==> src/rtl/nvs_pkg.sv <==
`timescale 1ns/1ps
// Shared types for the wiper shadow store controller.
// Assumes: byte-wide stored registers.
package nvs_pkg;
    localparam int BYTE_W = 8;

    // Recall phase of the live wiper bank.
    typedef enum logic {
        PH_WAIT_SUPPLY = 1'b0,
        PH_RUN         = 1'b1
    } recall_ph_e;

    // Commit engine state.
    typedef enum logic [1:0] {
        CM_IDLE  = 2'd0,
        CM_ARMED = 2'd1,
        CM_BUSY  = 2'd2
    } commit_st_e;
endpackage

==> src/rtl/nvs_commit.sv <==
`timescale 1ns/1ps
// Stored byte array with a single armed slot and a self-timed commit.
// Assumes: nv_req arrives only while chip select is low and the
// engine is not busy (the top gates it); one byte is committed per
// transaction.
module nvs_commit
    import nvs_pkg::*;
#(
    parameter int NV_BYTES   = 7,
    parameter int ADDR_W     = 3,
    parameter int COMMIT_CYC = 16,
    parameter logic [NV_BYTES*BYTE_W-1:0] NV_INIT = '0
) (
    input  logic                       clk,
    input  logic                       rst_n,
    input  logic                       cs_n,
    input  logic                       nv_req,
    input  logic [ADDR_W-1:0]          nv_addr,
    input  logic [BYTE_W-1:0]          nv_data,
    output logic                       busy,
    output logic [NV_BYTES*BYTE_W-1:0] nv_flat
);
    localparam int CNT_W = $clog2(COMMIT_CYC + 1);

    commit_st_e          st_q;
    logic                cs_q;
    logic [CNT_W-1:0]    cnt_q;
    logic [ADDR_W-1:0]   p_addr_q;
    logic [BYTE_W-1:0]   p_data_q;
    logic                cs_rise;
    logic                finish;

    assign cs_rise = !cs_q && cs_n;
    assign finish  = (st_q == CM_BUSY) && (cnt_q == '0);
    assign busy    = (st_q == CM_BUSY);

    // Delayed chip select for edge detection.
    always_ff @(posedge clk) begin
        if (!rst_n) cs_q <= 1'b1;
        else        cs_q <= cs_n;
    end

    // Arm one byte, start on chip-select rise, count down the commit.
    always_ff @(posedge clk) begin
        if (!rst_n) begin
            st_q     <= CM_IDLE;
            cnt_q    <= '0;
            p_addr_q <= '0;
            p_data_q <= '0;
        end else begin
            case (st_q)
                CM_IDLE: if (nv_req) begin
                    st_q     <= CM_ARMED;
                    p_addr_q <= nv_addr;
                    p_data_q <= nv_data;
                end
                CM_ARMED: if (cs_rise) begin
                    st_q  <= CM_BUSY;
                    cnt_q <= CNT_W'(COMMIT_CYC - 1);
                end
                CM_BUSY: begin
                    if (cnt_q == '0) st_q <= CM_IDLE;
                    else             cnt_q <= cnt_q - 1'b1;
                end
                default: st_q <= CM_IDLE;
            endcase
        end
    end

    genvar b;
    generate
        for (b = 0; b < NV_BYTES; b++) begin : g_byte
            // Stored byte b: loads its modelled content, updated at commit end.
            always_ff @(posedge clk) begin
                if (!rst_n)
                    nv_flat[b*BYTE_W +: BYTE_W] <= NV_INIT[b*BYTE_W +: BYTE_W];
                else if (finish && p_addr_q == ADDR_W'(b))
                    nv_flat[b*BYTE_W +: BYTE_W] <= p_data_q;
            end
        end
    endgenerate

    // Checker counter: length of the current busy run.
    logic [31:0] busy_len_q;
    always_ff @(posedge clk) begin
        if (!rst_n)    busy_len_q <= '0;
        else if (busy) busy_len_q <= busy_len_q + 1'b1;
        else           busy_len_q <= '0;
    end


    busy_len_chk: assert property (@(posedge clk) disable iff (!rst_n)
        $fell(busy) |-> (busy_len_q == 32'(COMMIT_CYC)));

    busy_start_chk: assert property (@(posedge clk) disable iff (!rst_n)
        $rose(busy) |-> ($past(cs_n) && !$past(cs_n, 2)));

    busy_lockout_chk: assert property (@(posedge clk) disable iff (!rst_n)
        busy |-> !nv_req);

    store_quiet_chk: assert property (@(posedge clk) disable iff (!rst_n)
        !busy |=> $stable(nv_flat));
endmodule

==> src/rtl/nvs_recall.sv <==
`timescale 1ns/1ps
// Live wiper bank: midscale at reset, one-time recall from the stored
// bytes on supply good, then direct writes per channel.
// Assumes: wr_en is only raised after ready is high.
module nvs_recall
    import nvs_pkg::*;
#(
    parameter int CHANNELS = 4,
    parameter int WIPER_W  = 7,
    parameter int CH_W     = 2
) (
    input  logic                        clk,
    input  logic                        rst_n,
    input  logic                        supply_good,
    input  logic [CHANNELS*WIPER_W-1:0] init_flat,
    input  logic                        wr_en,
    input  logic [CH_W-1:0]             wr_ch,
    input  logic [WIPER_W-1:0]          wr_val,
    output logic [CHANNELS*WIPER_W-1:0] wiper_flat,
    output logic                        ready
);
    localparam logic [WIPER_W-1:0] MIDSCALE = WIPER_W'(1) << (WIPER_W - 1);

    recall_ph_e ph_q;
    assign ready = (ph_q == PH_RUN);

    // Leave the waiting phase on the first supply-good sample.
    always_ff @(posedge clk) begin
        if (!rst_n)                                   ph_q <= PH_WAIT_SUPPLY;
        else if (ph_q == PH_WAIT_SUPPLY && supply_good) ph_q <= PH_RUN;
    end

    genvar c;
    generate
        for (c = 0; c < CHANNELS; c++) begin : g_ch
            // Wiper c: midscale, recall once, then accept writes.
            always_ff @(posedge clk) begin
                if (!rst_n)
                    wiper_flat[c*WIPER_W +: WIPER_W] <= MIDSCALE;
                else if (ph_q == PH_WAIT_SUPPLY) begin
                    if (supply_good)
                        wiper_flat[c*WIPER_W +: WIPER_W] <= init_flat[c*WIPER_W +: WIPER_W];
                end else if (wr_en && wr_ch == CH_W'(c))
                    wiper_flat[c*WIPER_W +: WIPER_W] <= wr_val;
            end


            midscale_hold_chk: assert property (@(posedge clk) disable iff (!rst_n)
                !ready |-> (wiper_flat[c*WIPER_W +: WIPER_W] == MIDSCALE));
        end
    endgenerate


    recall_load_chk: assert property (@(posedge clk) disable iff (!rst_n)
        $rose(ready) |-> (wiper_flat == $past(init_flat)));
endmodule

==> src/rtl/nvshadow_ctrl.sv <==
`timescale 1ns/1ps
// Top: gates decoded writes, splits them between the live wiper bank
// and the commit engine, serves reads and forms the shutdown output.
// Assumes: addresses 0..CHANNELS-1 are wiper channels and the next
// GP_BYTES addresses are general-purpose stored bytes.
module nvshadow_ctrl
    import nvs_pkg::*;
#(
    parameter int CHANNELS   = 4,
    parameter int GP_BYTES   = 3,
    parameter int WIPER_W    = 7,
    parameter int COMMIT_CYC = 4_000_000,
    parameter logic [(CHANNELS+GP_BYTES)*8-1:0] NV_INIT = 56'hC3B2A1_55007F10
) (
    input  logic                                clk,
    input  logic                                rst_n,
    input  logic                                supply_good,
    input  logic                                cs_n,
    input  logic                                wr_en,
    input  logic [$clog2(CHANNELS+GP_BYTES+1)-1:0] wr_addr,
    input  logic [7:0]                          wr_data,
    input  logic                                wiper_only,
    input  logic                                run_en,
    input  logic                                shdn_pin_n,
    input  logic [$clog2(CHANNELS+GP_BYTES+1)-1:0] rd_addr,
    output logic [7:0]                          rd_data,
    output logic [CHANNELS*WIPER_W-1:0]         wiper_bus,
    output logic                                busy,
    output logic                                shutdown
);
    localparam int NV_BYTES = CHANNELS + GP_BYTES;
    localparam int ADDR_W   = $clog2(NV_BYTES + 1);
    localparam int CH_W     = (CHANNELS > 1) ? $clog2(CHANNELS) : 1;

    logic                        ready;
    logic                        accept;
    logic                        wiper_wr;
    logic                        nv_req;
    logic [NV_BYTES*BYTE_W-1:0]  nv_flat;
    logic [CHANNELS*WIPER_W-1:0] init_flat;

    assign accept   = wr_en && !cs_n && !busy && ready && (wr_addr < ADDR_W'(NV_BYTES));
    assign wiper_wr = accept && (wr_addr < ADDR_W'(CHANNELS));
    assign nv_req   = accept && !wiper_only;
    assign shutdown = !shdn_pin_n || !run_en;

    genvar c;
    generate
        for (c = 0; c < CHANNELS; c++) begin : g_init
            assign init_flat[c*WIPER_W +: WIPER_W] = nv_flat[c*BYTE_W +: WIPER_W];
        end
    endgenerate

    nvs_recall #(
        .CHANNELS (CHANNELS),
        .WIPER_W  (WIPER_W),
        .CH_W     (CH_W)
    ) u_recall (
        .clk         (clk),
        .rst_n       (rst_n),
        .supply_good (supply_good),
        .init_flat   (init_flat),
        .wr_en       (wiper_wr),
        .wr_ch       (wr_addr[CH_W-1:0]),
        .wr_val      (wr_data[WIPER_W-1:0]),
        .wiper_flat  (wiper_bus),
        .ready       (ready)
    );

    nvs_commit #(
        .NV_BYTES   (NV_BYTES),
        .ADDR_W     (ADDR_W),
        .COMMIT_CYC (COMMIT_CYC),
        .NV_INIT    (NV_INIT)
    ) u_commit (
        .clk     (clk),
        .rst_n   (rst_n),
        .cs_n    (cs_n),
        .nv_req  (nv_req),
        .nv_addr (wr_addr),
        .nv_data (wr_data),
        .busy    (busy),
        .nv_flat (nv_flat)
    );

    // Read mux: live wiper in wiper-only mode, stored byte otherwise.
    always_comb begin
        rd_data = '0;
        if (rd_addr < ADDR_W'(NV_BYTES)) begin
            if (wiper_only && rd_addr < ADDR_W'(CHANNELS))
                rd_data = BYTE_W'(wiper_bus[int'(rd_addr)*WIPER_W +: WIPER_W]);
            else
                rd_data = nv_flat[int'(rd_addr)*BYTE_W +: BYTE_W];
        end
    end


    wiper_lock_chk: assert property (@(posedge clk) disable iff (!rst_n)
        busy |=> $stable(wiper_bus));
endmodule

==> config.mk <==
export PLATFORM = sky130hd
export DESIGN_NAME = nvshadow_ctrl
export DESIGN_NICKNAME = d
export VERILOG_FILES = /design/src/rtl/nvs_pkg.sv /design/src/rtl/nvs_commit.sv /design/src/rtl/nvs_recall.sv /design/src/rtl/nvshadow_ctrl.sv
export SDC_FILE = /design/constraint.sdc
export NUM_CORES = 1
export LEC_CHECK = 0
export CAP_MARGIN = 20
export CORE_MARGIN = 5
export CORE_UTILIZATION = 64
export CTS_BUF_LIST = sky130_fd_sc_hd__clkbuf_8 sky130_fd_sc_hd__clkbuf_16
export DETAILED_ROUTE_END_ITERATION = 8
export DONT_BUFFER_PORTS = 1
export HOLD_SLACK_MARGIN = 0.12
export PLACE_DENSITY = 0.8
export SYNTH_ARGS = -nofsm -noshare
export SYNTH_HDL_FRONTEND = slang
export SYNTH_HIERARCHICAL = 1
export SYNTH_SLANG_ARGS = --single-unit
==> constraint.sdc <==
create_clock -name clk -period 2.6 [get_ports clk]
set_input_delay 0.52 -clock clk [delete_from_list [all_inputs] [get_ports clk]]
set_output_delay 0.52 -clock clk [all_outputs]
set_load 0.05 [all_outputs]
After elaboration in Yosys (flattened, before gate mapping):

Cells that the tools add are included.

* add/sub/neg operators: 1
* multiply operators: 1
* order comparisons: 4
* equal/unequal tests: 19
* shift-type cells: 2
* mux-type cells: 21
* bitwise gates (word level): 1
* reductions and logical operators: 41

Operator list (number)
* 2-to-1 mux 7 bit: 12
* indexed part select 56 x 7 -> 8 bit: 1
* 2-to-1 mux 22 bit: 2
* one-hot mux 22 bit (2 select lines): 1
* indexed part select 28 x 7 -> 7 bit: 1
* logical NOT 22 bit: 1
* subtractor 22 x 1 -> 22 bit, second input constant: 1
* logical AND 1 bit: 21
* 2-to-1 mux 8 bit: 2
* < comparator 3 bit, second input constant: 4
* != test 2 bit, second input constant: 6
* AND reduction 2 bit: 5
* equality test 3 bit, second input constant: 3
* equality test 2 bit, second input constant: 3
* equality test 3 x 2 -> 1 bit, second input constant: 2
* logical NOT 1 bit: 6
* multiplier 3 x 3 -> 6 bit, second input constant: 1
* 2-to-1 mux 2 bit: 3
* one-hot mux 2 bit (3 select lines): 1
* AND reduction 3 bit: 2
* equality test 2 x 1 -> 1 bit, second input constant: 2
* logical NOT 2 bit: 2
* != test 2 x 1 -> 1 bit, second input constant: 2
* nonzero test 2 bit: 2
* other kinds (4): 4

* register bits after elaboration: 121
* input port bits: 22
* output and inout bits: 38
* word-level logic and storage cells: 107

Depth between registers and ports, before layout:

Gate-level depths: netlist of run 1.

* depth in word-level cells: 9
* mapped depth: 10
* mapped depth without buffers: 7

Cells and area by module:

Netlist of run 1, hierarchy kept.

Modules (own cells, without submodules)
* nvs_commit: times used 1, cells each 394, area each 3866.2 µm²
* nvs_recall: times used 1, cells each 140, area each 1458.9 µm²
* nvshadow_ctrl: times used 1, cells each 97, area each 787.0 µm²

Least setup slack after synthesis of run 1:

No wires, ideal clock.

* kind: input-to-output
* start point: input rd_addr[1]
* end point: output rd_data[7]
* arrival time: 2.316 ns
* data required time: 2.080 ns
* slack: -0.236 ns
* stages on the path: 6
* cell sequence: buf_6 -> buf_12 -> mux2i_1 -> o21ai_0 -> a21oi_1 -> a221oi_1

* word-level cells in the longest chain between the ends: 4

Ends and longest elaborated chain
* start, declared: RTL line nvshadow_ctrl.sv:25 `input logic [$clog2(CHANNELS+GP_BYTES+1)-1:0] rd_addr,`
* parallel branches: the longest is 3 deep, another holds indexed part select 56 x 7 -> 8 bit
* 2-to-1 mux 8 bit *: RTL line nvshadow_ctrl.sv:89 `if (rd_addr < ADDR_W'(NV_BYTES)) begin`
* end, declared: RTL line nvshadow_ctrl.sv:26 `output logic [7:0] rd_data,`

Mark *: on every way between the ends.

Worst setup path after layout of run 1:

* start point: register u_recall.wiper_flat[2]
* end point: output rd_data[2]

* word-level cells in the longest chain between the ends: 3

Ends and longest elaborated chain
* start, declared: RTL line nvs_recall.sv:19 `output logic [CHANNELS*WIPER_W-1:0] wiper_flat,`
* start signal, assigned by index: RTL line nvs_recall.sv:42 `wiper_flat[c*WIPER_W +: WIPER_W] <= init_flat[c*WIPER_W +: WIPER_W];`
* start signal, assigned by index: RTL line nvs_recall.sv:44 `wiper_flat[c*WIPER_W +: WIPER_W] <= wr_val;`
* indexed part select 28 x 7 -> 7 bit: RTL line nvshadow_ctrl.sv:91 `rd_data = BYTE_W'(wiper_bus[int'(rd_addr)*WIPER_W +: WIPER_W]);`
* 2-to-1 mux 8 bit: RTL line nvshadow_ctrl.sv:90 `if (wiper_only && rd_addr < ADDR_W'(CHANNELS))`
* 2-to-1 mux 8 bit: RTL line nvshadow_ctrl.sv:89

Every way passes these cells.

==> results.sh, run 1 <==
export IMPL_status="completed"
export IMPL_cts_root_buf="clkbuf_8"
export IMPL_fin_setup_tns_ns=0
export IMPL_p_leak_nw=3.29
export IMPL_fillers=640
export IMPL_yosys_area_share_adder_pct=0.205
export IMPL_setup_ws_ns=0.100
export IMPL_synthMuxAreaShare_pct=21.2
export IMPL_dpl_instance_area_mm2=0.00630
export IMPL_die_h_um=108
export IMPL_netlist_instances=631
export IMPL_synth_simple_area_share_pct=16.7
export IMPL_routabilityCongestion=0.890
export IMPL_place_ws_ns=0.266
export IMPL_tightest_slew_ns=0.541
export IMPL_ys_seq_elements=121
export IMPL_avgSynthCellArea_um2=9.69
export IMPL_vias=5130
export IMPL_cts_setup_buffers=0
export IMPL_start_util_pct=65.8
export IMPL_dp_cells=751
export IMPL_async_flop_share_pct=0
export IMPL_end_kind="output pin"
export IMPL_ant_nets=0
export IMPL_post_route_period_util_pct=96.1
export IMPL_syn2layout_area_growth_pct=13.3
export IMPL_drive_gt1_share_pct=18.1
export IMPL_cts_tree="done"
export IMPL_arrival_ns=1.98
export IMPL_slew_violations=0
export IMPL_synth_distinct_cells=68
export IMPL_stdcell_area_mm2=0.00693
export IMPL_yosys_most_used_dff="dfxtp_1"
export IMPL_cp_start_kind="register"
export IMPL_maxCapViolations=0
export IMPL_ir_drop_mv=0.643
export IMPL_final_core_util_pct=74.6
export IMPL_htree_levels=4
export IMPL_via_per_inst=6.51
export IMPL_powerDensity_mw_per_mm2=674
export IMPL_numCtsBuffers=17
export IMPL_min_path_type="input pin to register"
export IMPL_overflow=0
export IMPL_grt_util_all_layers_pct=29.4
export IMPL_clk_latency_ns=0.52
export IMPL_synthesis_nets=654
export IMPL_critical_path_class="register to output pin"
export IMPL_io_buffers=0
export IMPL_hpwl_mm=10.8
export IMPL_die_area_mm2=0.0116
export IMPL_seqCellArea_mm2=0.00242
export IMPL_nets=670
export IMPL_routed_wl_mm=16.7
export IMPL_remaining_drc_errors=0
export IMPL_path_max_fanout=3
export IMPL_hold_slack_ns=0.131
export IMPL_fin_skew_ns=0.00587
export IMPL_grt_pass1_vias=5182
export IMPL_antenna_found_initial=0
export IMPL_firstDrtPassIters=6
export IMPL_grt_first_pass_wirelength_mm=26.5
export IMPL_max_freq_mhz=400
export IMPL_grt_max_degree=60
export IMPL_setup_viol=0
export IMPL_clk_pin_slew_ns=0.06
export IMPL_antenna_diode_count=0
export IMPL_worst_ep_required_time_ns=2.08
export IMPL_p_total_mw=4.66
export IMPL_yosysSeqAreaShare_pct=39.6
export IMPL_detail_route_wl_per_cell_um=21.2
export IMPL_critPathSlowestCell="a221o_1"
export IMPL_crit_chain="buf_4 -> mux2i_1 -> a221o_1 -> mux2i_1 -> buf_4"
export IMPL_drtIter0Drc=491
export IMPL_synth_edf_count=0
export IMPL_synth_area_mm2=0.00611
export IMPL_fp_dieW_um=108
export IMPL_ys_warn_count=6
export IMPL_period_minus_slack_ns=2.50
export IMPL_coreArea_mm2=0.00928
export IMPL_rows=35
export IMPL_pin_count=60
export IMPL_rsz0062_at_grt="no"
export IMPL_multi_input_area_mm2=0.00336
export IMPL_finalNonFillerCells=788
export IMPL_cts_buffer_depth=2
export IMPL_max_slew_margin_rel_pct=63.6
export IMPL_synth_xor_area_share_pct=1.43
export IMPL_cts_sinks=121
export IMPL_critical_path_max_stage_delay_ns=0.39
export IMPL_finalHoldViolations=0
export IMPL_synth_top_family_by_area="multiplexers"
export IMPL_synth_compound_area_share_pct=15.2
## final timing paths
| path | from | to | slack [ns] | cells after the start |
|---|---|---|---|---|
| worst max-delay path | u_recall/wiper_flat[2]$_SDFFE_PN0P_ | rd_data[2] | 0.10 | 5 |
| worst min-delay path | wr_data[5] | u_commit/p_data_q[5]$_SDFFE_PN0P_ | 0.13 | 2 |
| worst max register to register | u_commit/st_q[0]$_SDFFE_PN0P_ | u_commit/p_data_q[1]$_SDFFE_PN0P_ | 0.21 | 7 |
| worst min register to register | u_commit/st_q[1]$_SDFFE_PN0P_ | u_commit/st_q[0]$_SDFFE_PN0P_ | 0.47 | 1 |
## registers in the layout, summed over array words and instances, names as in the netlist
register,count
u_commit/cs_q,1
u_commit/p_addr_q,3
u_commit/nv_flat,56
u_commit/p_data_q,8
u_commit/cnt_q,22
u_recall/ready,1
u_recall/wiper_flat,28
u_commit/st_q,2
## per-layer routing
layer / wire length (um) / up-vias / track usage (%)
met1: 6440 / 2486 / 35.1
met5: 0 / - / 0
met2: 8130 / 251 / 48.0
li1: - / 2343 / -
met4: 525 / 0 / 13.0
met3: 1620 / 50 / 9.84
## cells by family after synthesis
logic type,Yosys count
fa+ha+maj,1
mux,128
simple gates,178
flops,121
compound gates,135
xor+xnor,10
buf+inv,58
## worst max-delay path, delay by kind of cell (launching register included)
family | cells | cell delay (ns)
buf+inv | 2 | 0.44
compound gates | 1 | 0.39
flops | 1 | 0.33
mux | 2 | 0.29
## cell usage in the layout (no fill, tap or decap), types with 5 or more instances in the layout
cell type	netlist	routed
dfxtp_1	121	120
mux2i_1	114	114
nor2_1	53	53
nand2_1	50	50
buf_4	5	40
a21oi_1	38	38
o21ai_0	29	29
o211a_1	24	24
clkbuf_16	0	16
mux2_2	14	14
inv_1	7	10
a31oi_1	9	9
o22ai_1	7	7
a221o_1	7	7
nor4b_1	7	7
clkinv_2	0	6
nor3_1	7	6
and4b_1	5	5
xor2_1	5	5
or2_1	5	5
xnor2_1	5	5
dlygate4sd3_1	0	5
## what timing repair did
item | CTS | global route
resized for setup | 0 | 1
endpoints found under the setup margin | 0 | 11
hold buffers | 5 | 1
hold endpoints to repair | 29 | 3
## cell usage after synthesis, types with 2 or more instances
master,n,share of area (%)
a211oi_1,4,0.49
a21oi_1,38,3.1
a221o_1,7,1.1
a31oi_1,9,0.92
and4b_1,5,0.82
buf_12,2,0.66
buf_2,9,0.74
buf_4,5,0.61
buf_6,5,0.92
clkbuf_1,26,1.6
dfxtp_1,121,40
inv_1,7,0.43
mux2_2,14,2.6
mux2i_1,114,19
nand2_1,50,3.1
nand2b_1,2,0.20
nand3_1,3,0.25
nand3_2,4,0.66
nand3_4,3,0.86
nand3b_1,2,0.25
nor2_1,53,3.3
nor3_1,7,0.57
nor4_1,4,0.41
nor4b_1,7,1.0
o2111ai_1,2,0.29
o211a_1,24,3.9
o21ai_0,29,2.4
o21ai_2,2,0.29
o22ai_1,7,0.72
o31ai_1,3,0.37
o41ai_1,3,0.43
or2_1,5,0.51
or2_2,3,0.31
or3_1,3,0.31
or3_2,3,0.37
or4_1,4,0.49
or4_2,2,0.29
or4_4,2,0.37
xnor2_1,5,0.72
xor2_1,5,0.72
## final cells by class
class	count	share of cell area (%)
well taps	129	2.33
flip-flops and latches	121	35.0
clock buffers	19	6.38
repair buffers	47	5.64
multi-input cells	452	48.6
inverters	8	0.506
clock inverters	12	1.59
## power by group
part	internal (mW)	switching, mW
Combinational	0.184	0.356
Sequential	1.90	0.0272
Clock	1.39	0.814
Total	3.47	1.20
Note: power is estimated with default switching activity, not from simulation.
==> run 2: changes to the inputs <==
- ABC_AREA: unset -> 1
- PLACE_DENSITY: 0.8 -> 0.89
==> results.sh, run 2 <==
export IMPL_overflow=0
export IMPL_firstDrtPassIters=6
export IMPL_crit_family="simple AND/OR/NAND/NOR gates"
export IMPL_netlist_instances=1069
export IMPL_avgSynthCellArea_um2=6.47
export IMPL_numCtsBuffers=17
export IMPL_tightest_slew_ns=0.618
export IMPL_largest_register_ffs=56
export IMPL_ant_nets=0
export IMPL_layout_common_cells="nand2_1 (344), nand3_1 (129), dfxtp_1 (121)"
export IMPL_hpwl_mm=13.8
export IMPL_start_util_pct=64.7
export IMPL_ys_warn_count=6
export IMPL_arrival_ns=1.90
export IMPL_critical_path_max_stage_delay_ns=0.38
export IMPL_powerDensity_mw_per_mm2=677
export IMPL_cp_start_kind="register"
export IMPL_setup_ws_ns=0.177
export IMPL_rsz0062_at_grt="no"
export IMPL_setup_viol=0
export IMPL_status="completed"
export IMPL_r2r_start="u_commit/cnt_q[0]$_SDFFE_PN0P_"
export IMPL_cts_sinks=121
export IMPL_cp_common_cell="nand3_1"
export IMPL_grt_util_all_layers_pct=33.5
export IMPL_synthesis_nets=1092
export IMPL_yosys_most_used_dff="dfxtp_1"
export IMPL_syn2layout_area_growth_pct=11.4
export IMPL_max_slew_margin_rel_pct=58.7
export IMPL_hold_depth=2
export IMPL_r2r_end="u_commit/nv_flat[25]$_SDFFE_PN0P_"
export IMPL_cts_buffer_depth=2
export IMPL_worst_hold_path_endpoint="u_commit/cnt_q[1]$_SDFFE_PN0P_"
export IMPL_pwr_share_comb_pct=12.9
export IMPL_hold_slack_ns=0.132
export IMPL_synth_distinct_cells=35
export IMPL_place_ws_ns=0.345
export IMPL_coreArea_mm2=0.0107
export IMPL_period_minus_slack_ns=2.42
export IMPL_cts_resized=0
export IMPL_nets=1093
export IMPL_htree_levels=4
export IMPL_slew_violations=0
export IMPL_fillers=819
export IMPL_grt_pass1_vias=6814
export IMPL_yosysSeqAreaShare_pct=35.0
export IMPL_routed_wl_mm=21.4
export IMPL_maxCapViolations=0
export IMPL_grt_first_pass_wirelength_mm=34.7
export IMPL_fp_dieW_um=114
export IMPL_ff2ff_path_depth=9
export IMPL_grt_max_degree=78
export IMPL_async_flop_share_pct=0
export IMPL_ir_drop_mv=0.340
export IMPL_clk_pin_slew_ns=0.06
export IMPL_antenna_found_initial=1
export IMPL_seqPwrFrac_pct=37.1
export IMPL_path_max_fanout=3
export IMPL_stdcell_area_mm2=0.00770
export IMPL_p_clk_share_pct=50.0
export IMPL_remaining_drc_errors=0
export IMPL_routabilityCongestion=0.934
export IMPL_finalNonFillerCells=1224
export IMPL_die_area_mm2=0.0130
export IMPL_synth_area_leader_cell="dfxtp_1"
export IMPL_p_total_mw=5.22
export IMPL_final_core_util_pct=72.0
export IMPL_intPower_mw=3.80
export IMPL_synth_top_cell_area_share_pct=35.0
export IMPL_ys_seq_elements=121
export IMPL_critPathSlowestCell="nand2_1"
export IMPL_min_path_type="input pin to register"
export IMPL_swShare_pct=27.3
export IMPL_drive_gt1_share_pct=12.3
export IMPL_rows=38
export IMPL_crit_chain="buf_4 -> inv_1 -> nand2_1 -> nand3_1 -> nand3_1 -> nand3_1 -> nand2_1"
export IMPL_synth_common_cells="nand2_1 (344), nand3_1 (129), dfxtp_1 (121)"
export IMPL_p_leak_nw=3.69
export IMPL_yosysMostFrequentCell="nand2_1"
export IMPL_worst_path_stages=7
export IMPL_hold_path_startpoint="rst_n"
export IMPL_final_common_cell="nand2_1"
export IMPL_fin_skew_ns=0.00732
export IMPL_via_per_inst=6.09
export IMPL_seqCellArea_mm2=0.00242
export IMPL_dpl_instance_area_mm2=0.00698
export IMPL_synth_edf_count=0
export IMPL_max_freq_mhz=413
export IMPL_synthTopCellsByArea="dfxtp_1 (35%), nand2_1 (19%), nand3_1 (9.3%), nand4_1 (5.7%), inv_1 (5.4%)"
export IMPL_drtIter0Drc=1353
export IMPL_vias=7458
export IMPL_clk_latency_ns=0.53
export IMPL_finalHoldViolations=0
export IMPL_multi_input_area_mm2=0.00365
export IMPL_detail_route_wl_per_cell_um=17.5
export IMPL_cts_root_buf="clkbuf_8"
export IMPL_cts_tree="done"
export IMPL_synth_area_mm2=0.00692
export IMPL_critical_path_class="register to output pin"
export IMPL_dp_cells=1186
export IMPL_switchingPower_mw=1.42
export IMPL_io_buffers=0
export IMPL_max_flop_register="u_commit/nv_flat"
export IMPL_reg_largest_list="u_commit/nv_flat: 56 flops, u_recall/wiper_flat: 28 flops, u_commit/cnt_q: 22 flops"
export IMPL_post_route_period_util_pct=93.2
export IMPL_worst_ep_required_time_ns=2.08
export IMPL_fin_setup_tns_ns=0
export IMPL_pin_count=60
export IMPL_end_kind="output pin"
export IMPL_cp_buffers_inverters=2
export IMPL_cts_setup_buffers=0
export IMPL_die_h_um=114
export IMPL_reg2reg_setup_slack_ns=0.34
-- run 2: area by class of cell --
type / count / share of cell area [%]
Inverter: 108 / 5.46
Tap cell: 140 / 2.27
Multi-Input combinational cell: 777 / 47.4
Timing Repair Buffer: 45 / 4.84
Sequential cell: 121 / 31.4
Antenna cell: 1 / 0.0325
Clock buffer: 19 / 5.73
Clock inverter: 13 / 2.81
-- run 2: kinds of logic (layout without fill, tap and decap cells) --
group,after synthesis,count (layout),synth area share [%]
simple gates,674,674,44.1
buf+inv,171,185,12.3
flops,121,121,35.0
compound gates,98,98,7.89
xor+xnor,4,4,0.506
fa+ha+maj,1,1,0.181
other cells,0,1,0
-- run 2: worst register-to-register path, cell delays in order, from the launching register on --
cell and delay [ns]:
dfxtp_1 0.30, inv_1 0.11, ha_1 0.31, nand2_2 0.16, nor2_8 0.19, nand3_4 0.14
inv_6 0.29, nand3_1 0.37, nand2_1 0.16, a21oi_1 0.08
-- run 2: worst max-delay path by stage --
stage,start,end
floorplan,rd_addr[2],rd_data[7]
global placement,rd_addr[0],rd_data[2]
detailed placement,rd_addr[0],rd_data[6]
CTS,u_recall/wiper_flat[13]$_SDFFE_PN1P_,rd_data[6]
global route,u_recall/wiper_flat[13]$_SDFFE_PN1P_,rd_data[6]
finish,u_recall/wiper_flat[13]$_SDFFE_PN1P_,rd_data[6]
-- run 2: repair_timing --
action	CTS	global route
hold buffers	5	0
endpoints found under the hold margin	47	0
setup endpoints to repair	0	0
-- run 2: power by group through the flow --
stage	sequential [mW]	combinational (mW)	clock, mW
CTS	1.93	0.660	2.61
detailed placement	1.97	0.633	0
finish	1.93	0.673	2.61
global placement	1.97	0.625	0
global route	1.94	0.726	2.72
floorplan	2.09	0.433	0
-- run 2: metal layers --
layer | global-route usage [%] | routed length, um | up-vias
met4 | 18.2 | 1250 | 2
met3 | 9.02 | 2680 | 117
met2 | 51.6 | 9430 | 553
met5 | 0 | 13 | -
li1 | - | - | 3449
met1 | 42.7 | 8040 | 3337
==> run 3: changes to the inputs <==
- CORE_UTILIZATION: 64 -> 65
- PLACE_DENSITY: 0.89 -> 0.9
- clock period: 2.6 -> 3 ns (I/O delays scaled with it)
==> results.sh, run 3 (synthesis gave the netlist of run 2 again) <==
export IMPL_status="finished, violations left"
export IMPL_violations="DRC"
export IMPL_worst_hold_path_endpoint="u_commit/cs_q$_SDFF_PN1_"
export IMPL_finalHoldViolations=0
export IMPL_r2r_end="u_commit/nv_flat[6]$_SDFFE_PN0P_"
export IMPL_nets=1066
export IMPL_io_buffers=0
export IMPL_crit_chain="inv_1 -> nand2_1 -> nand3_1 -> nand3_1 -> nand3_1 -> nand2_1"
export IMPL_maxCapViolations=0
export IMPL_post_route_period_util_pct=90.2
export IMPL_vias=7123
export IMPL_max_freq_mhz=369
export IMPL_fin_setup_tns_ns=0
export IMPL_cts_root_buf="clkbuf_8"
export IMPL_overflow=0
export IMPL_numCtsBuffers=17
export IMPL_layout_common_cells="nand2_1 (344), nand3_1 (129), dfxtp_1 (121)"
export IMPL_drtIter0Drc=1155
export IMPL_tightest_slew_ns=0.774
export IMPL_min_path_type="input pin to register"
export IMPL_via_per_inst=5.99
export IMPL_period_minus_slack_ns=2.71
export IMPL_grt_pass1_vias=6407
export IMPL_pin_count=60
export IMPL_routabilityCongestion=0.928
export IMPL_grt_util_all_layers_pct=31.2
export IMPL_cp_common_cell="nand3_1"
export IMPL_cts_sinks=121
export IMPL_htree_levels=4
export IMPL_die_h_um=113
export IMPL_fp_dieW_um=113
export IMPL_reg2reg_setup_slack_ns=0.71
export IMPL_powerDensity_mw_per_mm2=595
export IMPL_hpwl_mm=13.0
export IMPL_path_max_fanout=3
export IMPL_grt_first_pass_wirelength_mm=32.0
export IMPL_largest_register_ffs=56
export IMPL_max_flop_register="u_commit/nv_flat"
export IMPL_ant_nets=0
export IMPL_rows=37
export IMPL_setup_viol=0
export IMPL_cts_tree="done"
export IMPL_clk_latency_ns=0.53
export IMPL_slew_violations=0
export IMPL_arrival_ns=2.11
export IMPL_coreArea_mm2=0.0104
export IMPL_remaining_drc_errors=2
export IMPL_routed_wl_mm=19.7
export IMPL_crit_family="simple AND/OR/NAND/NOR gates"
export IMPL_cp_start_kind="register"
export IMPL_cts_setup_buffers=0
export IMPL_r2r_start="u_commit/cnt_q[0]$_SDFFE_PN0P_"
export IMPL_antenna_diode_count=0
export IMPL_place_ws_ns=0.626
export IMPL_die_area_mm2=0.0128
export IMPL_final_common_cell="nand2_1"
export IMPL_rsz0062_at_grt="no"
export IMPL_end_kind="output pin"
export IMPL_drive_gt1_share_pct=10.2
export IMPL_ctsHoldBuffers=0
export IMPL_worst_ep_required_time_ns=2.40
export IMPL_critical_path_class="register to output pin"
export IMPL_clk_pin_slew_ns=0.06
export IMPL_ff2ff_path_depth=9
export IMPL_p_leak_nw=3.57
export IMPL_critical_path_max_stage_delay_ns=0.65
export IMPL_reg_largest_list="u_commit/nv_flat: 56 flops, u_recall/wiper_flat: 28 flops, u_commit/cnt_q: 22 flops"
export IMPL_critPathSlowestCell="dfxtp_1"
export IMPL_detail_route_wl_per_cell_um=16.5
export IMPL_setup_ws_ns=0.293
export IMPL_grt_max_degree=78
export IMPL_syn2layout_area_growth_pct=7.87
export IMPL_start_util_pct=66.7
export IMPL_fin_skew_ns=0.00446
export IMPL_ir_drop_mv=0.398
export IMPL_max_slew_margin_rel_pct=48.3
export IMPL_hold_path_startpoint="rst_n"
export IMPL_cts_buffer_depth=2
export IMPL_hold_depth=1
export IMPL_cts_resized=0
export IMPL_cp_buffers_inverters=1
export IMPL_antenna_found_initial=0
export IMPL_firstDrtPassIters=9
-- run 3: changes by cell type in the layout (fill, tap and decap cells not counted), sizes merged --
cell and delta:
inv -1, diode -1, clkinv -2, clkinvlp -2, clkbuf +3, dlygate4sd3 -4, buf -23
-- run 3: area by class of cell --
type / instances / area, um^2
tap: 136 / 170
clock inverter: 8 / 166
timing repair buffer: 18 / 148
fill: 769 / 2910
sequential: 121 / 2420
inverter: 108 / 420
clock buffer: 22 / 483
multi-input combinational: 777 / 3650
-- run 3: power by group --
group	switching [mW]	internal (mW)
clock	0.703	1.53
sequential	0.0955	1.65
combinational	0.337	0.129
-- run 3: worst max-delay path by stage --
stage	cells after the start	from	slack [ns]	to
4_1_cts	6	u_recall/wiper_flat[10]$_SDFFE_PN0P_	0.26	rd_data[3]
3_3_place_gp	6	rd_addr[0]	0.66	rd_data[5]
2_1_floorplan	7	rd_addr[2]	0.58	rd_data[7]
6_report	6	u_recall/wiper_flat[10]$_SDFFE_PN0P_	0.29	rd_data[3]
3_5_place_dp	6	rd_addr[0]	0.63	rd_data[5]
5_1_grt	6	u_recall/wiper_flat[10]$_SDFFE_PN0P_	0.18	rd_data[3]
-- run 3: routing by layer --
layer  vias to the layer above  GRT usage [%]  routed length [um]
met5                         -              0                   0
met4                         0           15.8                 975
met3                        94           8.34                2270
met2                       441           49.1                8840
met1                      3184           39.3                7610
li1                       3404              -                   -
-- run 3: metrics by stage --
step	std cells	power (mW)	hold WS, ns	utilization [%]	instance area (um^2)
2_1_floorplan	1069	2.19	0.424	-	6920
3_3_place_gp	1160	2.22	0.444	65.7	6810
3_5_place_dp	1160	2.23	0.448	65.7	6810
4_1_cts	1190	4.45	0.128	72.0	7460
5_1_grt	1190	4.57	0.132	72.0	7460
6_report	1190	4.44	0.142	72.0	7460
